==> config.mk <==
export PLATFORM = sky130hd
export DESIGN_NAME = refclk_watchdog
export DESIGN_NICKNAME = d
export VERILOG_FILES = /design/src/rtl/refwd_pkg.sv /design/src/rtl/refwd_edge_det.sv /design/src/rtl/refwd_period_meter.sv /design/src/rtl/refclk_watchdog.sv
export SDC_FILE = /design/constraint.sdc
export NUM_CORES = 1
export LEC_CHECK = 0
export BUFFER_PORTS_ARGS = -buffer_cell sky130_fd_sc_hd__buf_2
export CORE_MARGIN = 5
export CORE_UTILIZATION = 40
export DETAILED_ROUTE_END_ITERATION = 12
export GPL_ROUTABILITY_DRIVEN = 0
export PLACE_DENSITY = 0.58
export SLEW_MARGIN = 0
export SYNTH_ARGS = -nofsm -noshare
export SYNTH_HDL_FRONTEND = slang
export SYNTH_SLANG_ARGS = --single-unit
==> constraint.sdc <==
create_clock -name clk -period 8.5 [get_ports clk]
set_input_delay 0.425 -clock clk [delete_from_list [all_inputs] [get_ports clk]]
set_output_delay 0.425 -clock clk [all_outputs]
set_load 0.01 [all_outputs]
==> src/rtl/refwd_pkg.sv <==
package refwd_pkg;
    typedef enum logic {
        ST_UNLOCKED = 1'b0,
        ST_LOCKED   = 1'b1
    } lock_st_e;
endpackage

==> src/rtl/refwd_edge_det.sv <==
module refwd_edge_det #(
    parameter int STAGES = 2
) (
    input  logic clk,
    input  logic rst_n,
    input  logic ref_i,
    output logic rise_o
);
    localparam int PW = STAGES + 1;

    logic [PW-1:0] pipe_d, pipe_q;

    always_comb begin
        pipe_d = {pipe_q[PW-2:0], ref_i};
    end

    always_ff @(posedge clk) begin
        if (!rst_n) pipe_q <= '0;
        else        pipe_q <= pipe_d;
    end

    assign rise_o = pipe_q[PW-2] & ~pipe_q[PW-1];
endmodule

==> src/rtl/refwd_period_meter.sv <==
module refwd_period_meter #(
    parameter int TO_EXP = 23
) (
    input  logic          clk,
    input  logic          rst_n,
    input  logic          rise_i,
    input  logic          hold_i,
    output logic [TO_EXP:0] gap_o,
    output logic [TO_EXP:0] period_o,
    output logic          have_o,
    output logic          timeout_o
);
    typedef struct packed {
        logic [TO_EXP-1:0] cnt;
        logic [TO_EXP:0]   period;
        logic              seen;
        logic              have;
    } meter_t;

    meter_t m_d, m_q;

    assign gap_o     = {1'b0, m_q.cnt} + 1'b1;
    assign timeout_o = (&m_q.cnt) & ~rise_i;
    assign period_o  = m_q.period;
    assign have_o    = m_q.have;

    always_comb begin
        m_d = m_q;
        if (rise_i) begin
            m_d.cnt = '0;
            if (!m_q.seen) begin
                m_d.seen = 1'b1;
            end else if (!m_q.have) begin
                m_d.have   = 1'b1;
                m_d.period = gap_o;
            end else if (!hold_i) begin
                m_d.period = gap_o;
            end
        end else if (timeout_o) begin
            m_d.seen = 1'b0;
            m_d.have = 1'b0;
        end else begin
            m_d.cnt = m_q.cnt + 1'b1;
        end
    end

    always_ff @(posedge clk) begin
        if (!rst_n) m_q <= '0;
        else        m_q <= m_d;
    end
endmodule

==> src/rtl/refclk_watchdog.sv <==
module refclk_watchdog #(
    parameter int TO_EXP      = 23,
    parameter int LOCK_CYC    = 4096,
    parameter int SKIP_MIN    = 256,
    parameter int TOL         = 2,
    parameter int SYNC_STAGES = 2
) (
    input  logic clk,
    input  logic rst_n,
    input  logic ref_clk,
    input  logic cfg_keep_run,
    input  logic cfg_skip_en,
    output logic unlock,
    output logic out_en,
    output logic out_invalid
);
    import refwd_pkg::*;

    localparam int GW = TO_EXP + 1;
    localparam int LW = $clog2(LOCK_CYC + 1);
    localparam logic [GW:0]   TOL_W  = (GW+1)'(TOL);
    localparam logic [GW-1:0] SKIP_W = GW'(SKIP_MIN);
    localparam logic [LW-1:0] LK_END = LW'(LOCK_CYC - 1);

    logic          rise_w, hold_w, have_w, timeout_w;
    logic [GW-1:0] gap_w, period_w;
    logic          slow_w, fast_w, skip_ok, change_w;

    refwd_edge_det #(.STAGES(SYNC_STAGES)) u_edge (
        .clk    (clk),
        .rst_n  (rst_n),
        .ref_i  (ref_clk),
        .rise_o (rise_w)
    );

    refwd_period_meter #(.TO_EXP(TO_EXP)) u_meter (
        .clk       (clk),
        .rst_n     (rst_n),
        .rise_i    (rise_w),
        .hold_i    (hold_w),
        .gap_o     (gap_w),
        .period_o  (period_w),
        .have_o    (have_w),
        .timeout_o (timeout_w)
    );

    typedef struct packed {
        lock_st_e        st;
        logic [LW-1:0]   lk;
    } ctl_t;

    ctl_t c_d, c_q;

    // Period comparison one bit wider than the gap so the tolerance add cannot wrap.
    assign slow_w   = have_w && ({1'b0, gap_w} > ({1'b0, period_w} + TOL_W));
    assign fast_w   = have_w && ({1'b0, period_w} > ({1'b0, gap_w} + TOL_W));
    assign skip_ok  = rise_w && slow_w && cfg_skip_en && (gap_w >= SKIP_W)
                      && (c_q.st == ST_LOCKED);
    assign hold_w   = skip_ok;
    assign change_w = rise_w && (slow_w || fast_w) && !skip_ok;

    always_comb begin
        c_d = c_q;
        unique case (c_q.st)
            ST_LOCKED: begin
                if (timeout_w || change_w) begin
                    c_d.st = ST_UNLOCKED;
                    c_d.lk = '0;
                end
            end
            default: begin
                if (timeout_w || change_w || !have_w || slow_w) begin
                    c_d.lk = '0;
                end else if (c_q.lk == LK_END) begin
                    c_d.st = ST_LOCKED;
                    c_d.lk = '0;
                end else begin
                    c_d.lk = c_q.lk + 1'b1;
                end
            end
        endcase
    end

    always_ff @(posedge clk) begin
        if (!rst_n) begin
            c_q.st <= ST_UNLOCKED;
            c_q.lk <= '0;
        end else begin
            c_q <= c_d;
        end
    end

    assign unlock      = (c_q.st == ST_UNLOCKED);
    assign out_en      = !unlock || cfg_keep_run;
    assign out_invalid = unlock && cfg_keep_run;
endmodule

# Word level (Yosys, flattened, before mapping)

Cells that the tools add are included.

Bitwise gates (word level): 6
$add $sub $neg: 5
Multiplexer cells: 11
Eq/ne operators: 4
$lt $le $gt $ge: 3
Reduce and logical (&&, ||, !) cells: 21

Operator list:

| cell                                                                | number |
|---|---|
| adder 24 x 2 -> 25 bit (second input constant)                      | 2 |
| greater-than comparator 24 x 25 -> 1 bit                            | 2 |
| two-way mux 24 bit                                                  | 2 |
| two-way mux 14 bit                                                  | 2 |
| two-way mux 13 bit                                                  | 2 |
| adder 23 x 1 -> 24 bit (second input constant)                      | 1 |
| greater-or-equal comparator 24 x 9 -> 1 bit (second input constant) | 1 |
| adder 23 x 1 -> 23 bit (second input constant)                      | 1 |
| AND reduction 23 bit                                                | 1 |
| adder 13 x 1 -> 13 bit (second input constant)                      | 1 |
| equality test 13 x 12 -> 1 bit (second input constant)              | 1 |
| logical AND 1 bit                                                   | 9 |
| logical OR 1 bit                                                    | 5 |
| two-way mux 2 bit                                                   | 2 |
| != test 2 x 1 -> 1 bit (second input constant)                      | 2 |
| NOT 1 bit                                                           | 4 |
| two-way mux 1 bit                                                   | 3 |
| AND reduction 3 bit                                                 | 1 |
| AND 1 bit                                                           | 2 |
| zero test 1 bit                                                     | 2 |
| != test 2 bit (second input constant)                               | 1 |
| AND reduction 2 bit                                                 | 1 |
| nonzero test 2 bit                                                  | 1 |
| OR reduction 2 bit                                                  | 1 |

Input bits: 5
Output and inout bits: 3
Flip-flop bits (word level): 66

# Longest topological paths before layout

Depth after elaboration: 14
Gate-level depth with buffers: 21

# Cells and area by module

A second synthesis with hierarchy kept.

Cell total of the unflattened synthesis: 654
Area total of the unflattened synthesis: 5127.4 µm²

Modules (own cells, without submodules):

| module             | times used | sequential area each (µm²) | area each (µm²) | cells each |
|---|---|---|---|---|
| refclk_watchdog    | 1          | 280.3                      | 2726.4          | 371 |
| refwd_period_meter | 1          | 980.9                      | 2308.5          | 276 |
| refwd_edge_det     | 1          | 60.1                       | 92.6            | 7 |

# Worst setup path before layout

OpenSTA, ideal clock, no wires.

Path kind: register to register
Start: register u_meter.m_q[28] in the netlist's numbering
End: register c_q[13] in the netlist's numbering
Data arrival time: 4265 ps
Required time: 8424 ps
Stages on the path, launching flop included: 21
Path buffers: 2
Clock period less this slack: 4340 ps
Path slack: 4160 ps
Library setup time: 76 ps
Path through: dfxtp_1 > buf_2 > and4_1 > nand2_1 > or3_1 > a2111oi_2 > and3_1 > nand2_1 > or3_1 > nor4_1 > xnor2_1 > ha_1 > nand2_1 > nor4_1 > nand4_1 > o211ai_1 > a21oi_1 > a22oi_1 > clkbuf_1 > nand4_1 > a21boi_0

Cells in the longest elaborated chain, start to end: 14
Elaborated cells between the ends (all ways): 23
Classes of those cells: add/sub (2); order compare (3); mux (3); bitwise (1); reduce/logical (14)

Ends and longest elaborated chain:

| what                                                            | RTL line                 | source |
|---|---|---|
| start: declaration                                              | refwd_period_meter.sv:20 | `meter_t m_d, m_q;` |
| start signal: assignment                                        | refwd_period_meter.sv:49 | `else m_q <= m_d;` |
| branches (longest 13 deep; another with adder 24 x 2 -> 25 bit) | n/a                      |  |
| two-way mux 14 bit *                                            | refclk_watchdog.sv:64    | `unique case (c_q.st)` |
| end: declaration                                                | refclk_watchdog.sv:52    | `ctl_t c_d, c_q;` |

Mark *: on every way between the ends. The select of a mux whose other input is x is not followed.
A chain may end at the register's enable or synchronous reset.

# Worst setup path after layout

Start: register u_meter.m_q[26] in the netlist's numbering
End: register c_q[6] in the netlist's numbering

Cells in the longest elaborated chain, start to end: 14
Elaborated cells between the ends (all ways): 23
Classes of those cells: add/sub (2); order compare (3); eq/ne (1); mux (2); bitwise (1); reduce/logical (14)

Ends and longest elaborated chain:

| what |
|---|
| branches (longest 14 deep; another with adder 24 x 2 -> 25 bit) |

Several ways; the timed one is not identified.

==> flow_metrics.py <==
metrics = {
    "floorplan": {
        "die_area_um2": 15100,
        "initial_core_util": 0.406,
        "rows": 41,
        "core_area_um2": 12500,
        "chipHeight_um": 123,
        "die_width_um": 123,
        "num_io_pins": 8,
    },
    "sta": {
        "max_freq_ghz": 0.179,
        "fin_crit_ps": 5590,
        "skew_ps": 10.5,
        "slew_violations": 0,
        "hold_violations": 0,
        "rsz0062_at_grt": "false",
        "tightest_slew_ps": 1100,
        "setup_tns_ps": 0,
        "period_share": 0.658,
        "setup_violations": 0,
        "maxSlewHeadroom": 0.265,
    },
    "synth": {
        "yosys_register_bits": 66,
        "synth_seq_area_share": 0.260,
        "netlist_area_um2": 5080,
        "yosys.cell_types.count": 62,
        "syn-num-nets": 655,
        "synthDominantCellAreaShare": 0.260,
        "netlist_instances": 599,
        "synth_edf_count": 0,
        "ys.flop_type": "dfxtp_1",
        "ys_warn_count": 0,
        "async_reset_ff_frac": 0,
        "avgSynthCellArea_um2": 8.48,
        "synth_area_leader_cell": "dfxtp_1",
        "ys_top_cells_by_area": "dfxtp_1 (26%), ha_1 (13%), xnor2_1 (6.6%), mux2i_1 (4.7%), xor2_1 (4.5%)",
    },
    "worst_setup_path": {
        "start_kind": "register",
        "cp_max_fo": 11,
        "rr_worst_depth": 19,
        "r2r-end": "c_q[6]$_SDFFE_PN0P_",
        "r2r-start": "u_meter.m_q[26]$_SDFFE_PP0N_",
        "critical_path_class": "register to register",
        "r2r_setup_slack_ps": 2910,
        "critPathArrivalTime_ps": 5850,
        "worstPathRequired_ps": 8760,
        "startpoint": "u_meter.m_q[26]$_SDFFE_PP0N_",
        "endpoint": "c_q[6]$_SDFFE_PN0P_",
        "cp-end-kind": "register",
    },
    "power": {
        "leakage_nw": 2.34,
        "power_density_nw_per_um2": 142,
        "peakVddDrop_mv": 0.0720,
        "power_uw": 790,
    },
    "final_layout": {
        "n_antenna_cell": 0,
        "final_common_cell": "dfxtp_1",
        "drive_above_1_share": 0.0663,
        "fin_nets": 655,
        "fillers": 1259,
        "final_cell_mix": "dfxtp_1 (66), ha_1 (51), inv_1 (42)",
        "areaGrowthSynthToFinish_pct": 9.88,
    },
    "global_routing": {
        "grt-busiest-layer": "met2",
        "gr-total-overflow": 0,
        "use_met2": 0.269,
        "grt_max_degree": 34,
        "grt_pass1_vias": 4044,
        "antenna_found_initial": 0,
        "grt_util_met1": 0.223,
        "grt_pass1_wl_mm": 20.2,
        "grtUsageMet3": 0.0401,
        "grt_usage": 0.169,
    },
    "flow_run": {
        "maxCapViolations": 0,
    },
    "cts": {
        "cts_sinks": 66,
        "ctsHoldBuffers": 0,
        "numCtsBuffers": 9,
        "clkLatencyLatePin_ps": 340,
        "post_cts_buffers": 0,
        "cts_root_buf": "clkbuf_16",
        "cts_max_level": 3,
        "cts_buffer_depth": 2,
        "ctsResizeCount": 0,
        "path_clk_slew_ps": 60,
        "cts_tree": "done",
    },
    "detailed_routing": {
        "drtIter0Drc": 346,
        "finalWirelength_mm": 11.7,
        "firstDrtPassIters": 5,
        "drc_errors": 0,
        "antenna_left": 0,
        "via_count": 4181,
        "wl_per_cell_um": 15.1,
        "via_per_inst": 5.39,
    },
    "run_status": {
        "status": "finished clean",
    },
    "placement": {
        "port_buffers": 7,
        "dp_hpwl_mm": 9.20,
    },
    "min_path": {
        "min_path_type": "primary input to register",
    },
}
-- metal layers --
layer,routed length [um],share of wire
met5,0,0
met4,263,0.022
met1,5680,0.49
met3,427,0.037
met2,5330,0.46
-- final cells by class --
cell class              count  area [um^2]  area share
multi-input cells         473         3510       0.629
flip-flops and latches     66         1320       0.237
clock buffers               9          225      0.0404
well taps                 172          215      0.0386
inverters                  42          158      0.0283
clock inverters             6          115      0.0206
repair buffers              7         35.0     0.00628
-- worst min-delay path by stage --
stage                                             end                   startpoint  cells past startpoint  slack (ps)
after global routing      u_edge.pipe_q[0]$_SDFF_PN0_                      ref_clk                      2         280
final                     u_edge.pipe_q[0]$_SDFF_PN0_                      ref_clk                      2         290
after detailed placement  u_edge.pipe_q[1]$_SDFF_PN0_  u_edge.pipe_q[0]$_SDFF_PN0_                      1         420
after global placement    u_edge.pipe_q[1]$_SDFF_PN0_  u_edge.pipe_q[0]$_SDFF_PN0_                      1         410
after CTS                 u_edge.pipe_q[0]$_SDFF_PN0_                      ref_clk                      2         290
after floorplan           u_edge.pipe_q[1]$_SDFF_PN0_  u_edge.pipe_q[0]$_SDFF_PN0_                      1         410
-- logic make-up (layout without fill, tap and decap cells) --
family          after synthesis  in the layout  synth area share
simple gates                220            220             0.252
compound gates              114            114             0.156
flops                        66             66             0.260
xor+xnor                     64             64             0.110
buf+inv                      60             64            0.0485
fa+ha+maj                    51             51             0.126
mux                          24             24            0.0473
-- state kept, by name, indices dropped and copies added (netlist names) --
| signal | count |
|---|---|
| u_meter.period_o | 24 |
| c_q | 14 |
| u_meter.m_q | 24 |
| u_meter.have_o | 1 |
| u_edge.pipe_q | 3 |
-- synthesized netlist by cell type (all sizes together), types with 2 or more instances --
master	n
nand2	30
and4	6
dfxtp	66
or3	7
xnor2	38
nor3	9
a21boi	5
o221ai	2
and2	13
xor2	26
nor4	9
buf	7
nand2b	4
o31ai	3
clkbuf	11
a211oi	6
nand4	23
o211ai	11
nor2b	30
o22ai	4
o211a	3
nor2	36
a211o	2
o21a	3
o2111ai	3
nand4b	2
ha	51
a22oi	3
a21oi	34
a31oi	5
inv	42
nand3	32
o21ai	19
and3	10
a21o	6
or4	3
or2	2
mux2i	24
-- power breakdown --
part           total (mW)  switching [mW]  internal (mW)
combinational      0.0443          0.0267         0.0176
clock               0.430           0.144          0.286
sequential          0.315         0.00366          0.312
-- metrics by stage --
step / cell area (um^2) / utilization / std cells / hold WS (ps) / worst slack [ps]
CTS: 5580 / 0.446 / 775 / 286 / 2920
finish: 5580 / 0.446 / 775 / 292 / 2910
detailed placement: 5240 / 0.419 / 760 / 422 / 2950
global placement: 5240 / 0.419 / 760 / 415 / 3200
floorplan: 5080 / - / 599 / 412 / 4160
global route: 5580 / 0.446 / 775 / 282 / 2330
-- critical path, stage by stage, from the launching register on --
cell and delay, ps:
dfxtp_1 540, ha_1 330, inv_1 170, nor3b_1 220, o21ai_0 210, a2111oi_2 510
and3_1 290, nand2_1 100, or3_1 390, nor4_1 270, xnor2_1 120, ha_1 310
nand2_1 70, nor4_1 390, nand4_1 150, o211ai_1 110, a21oi_1 80, a22oi_1 680
nand2_1 320, o221ai_1 240
Note: power is estimated with default switching activity, not from simulation.
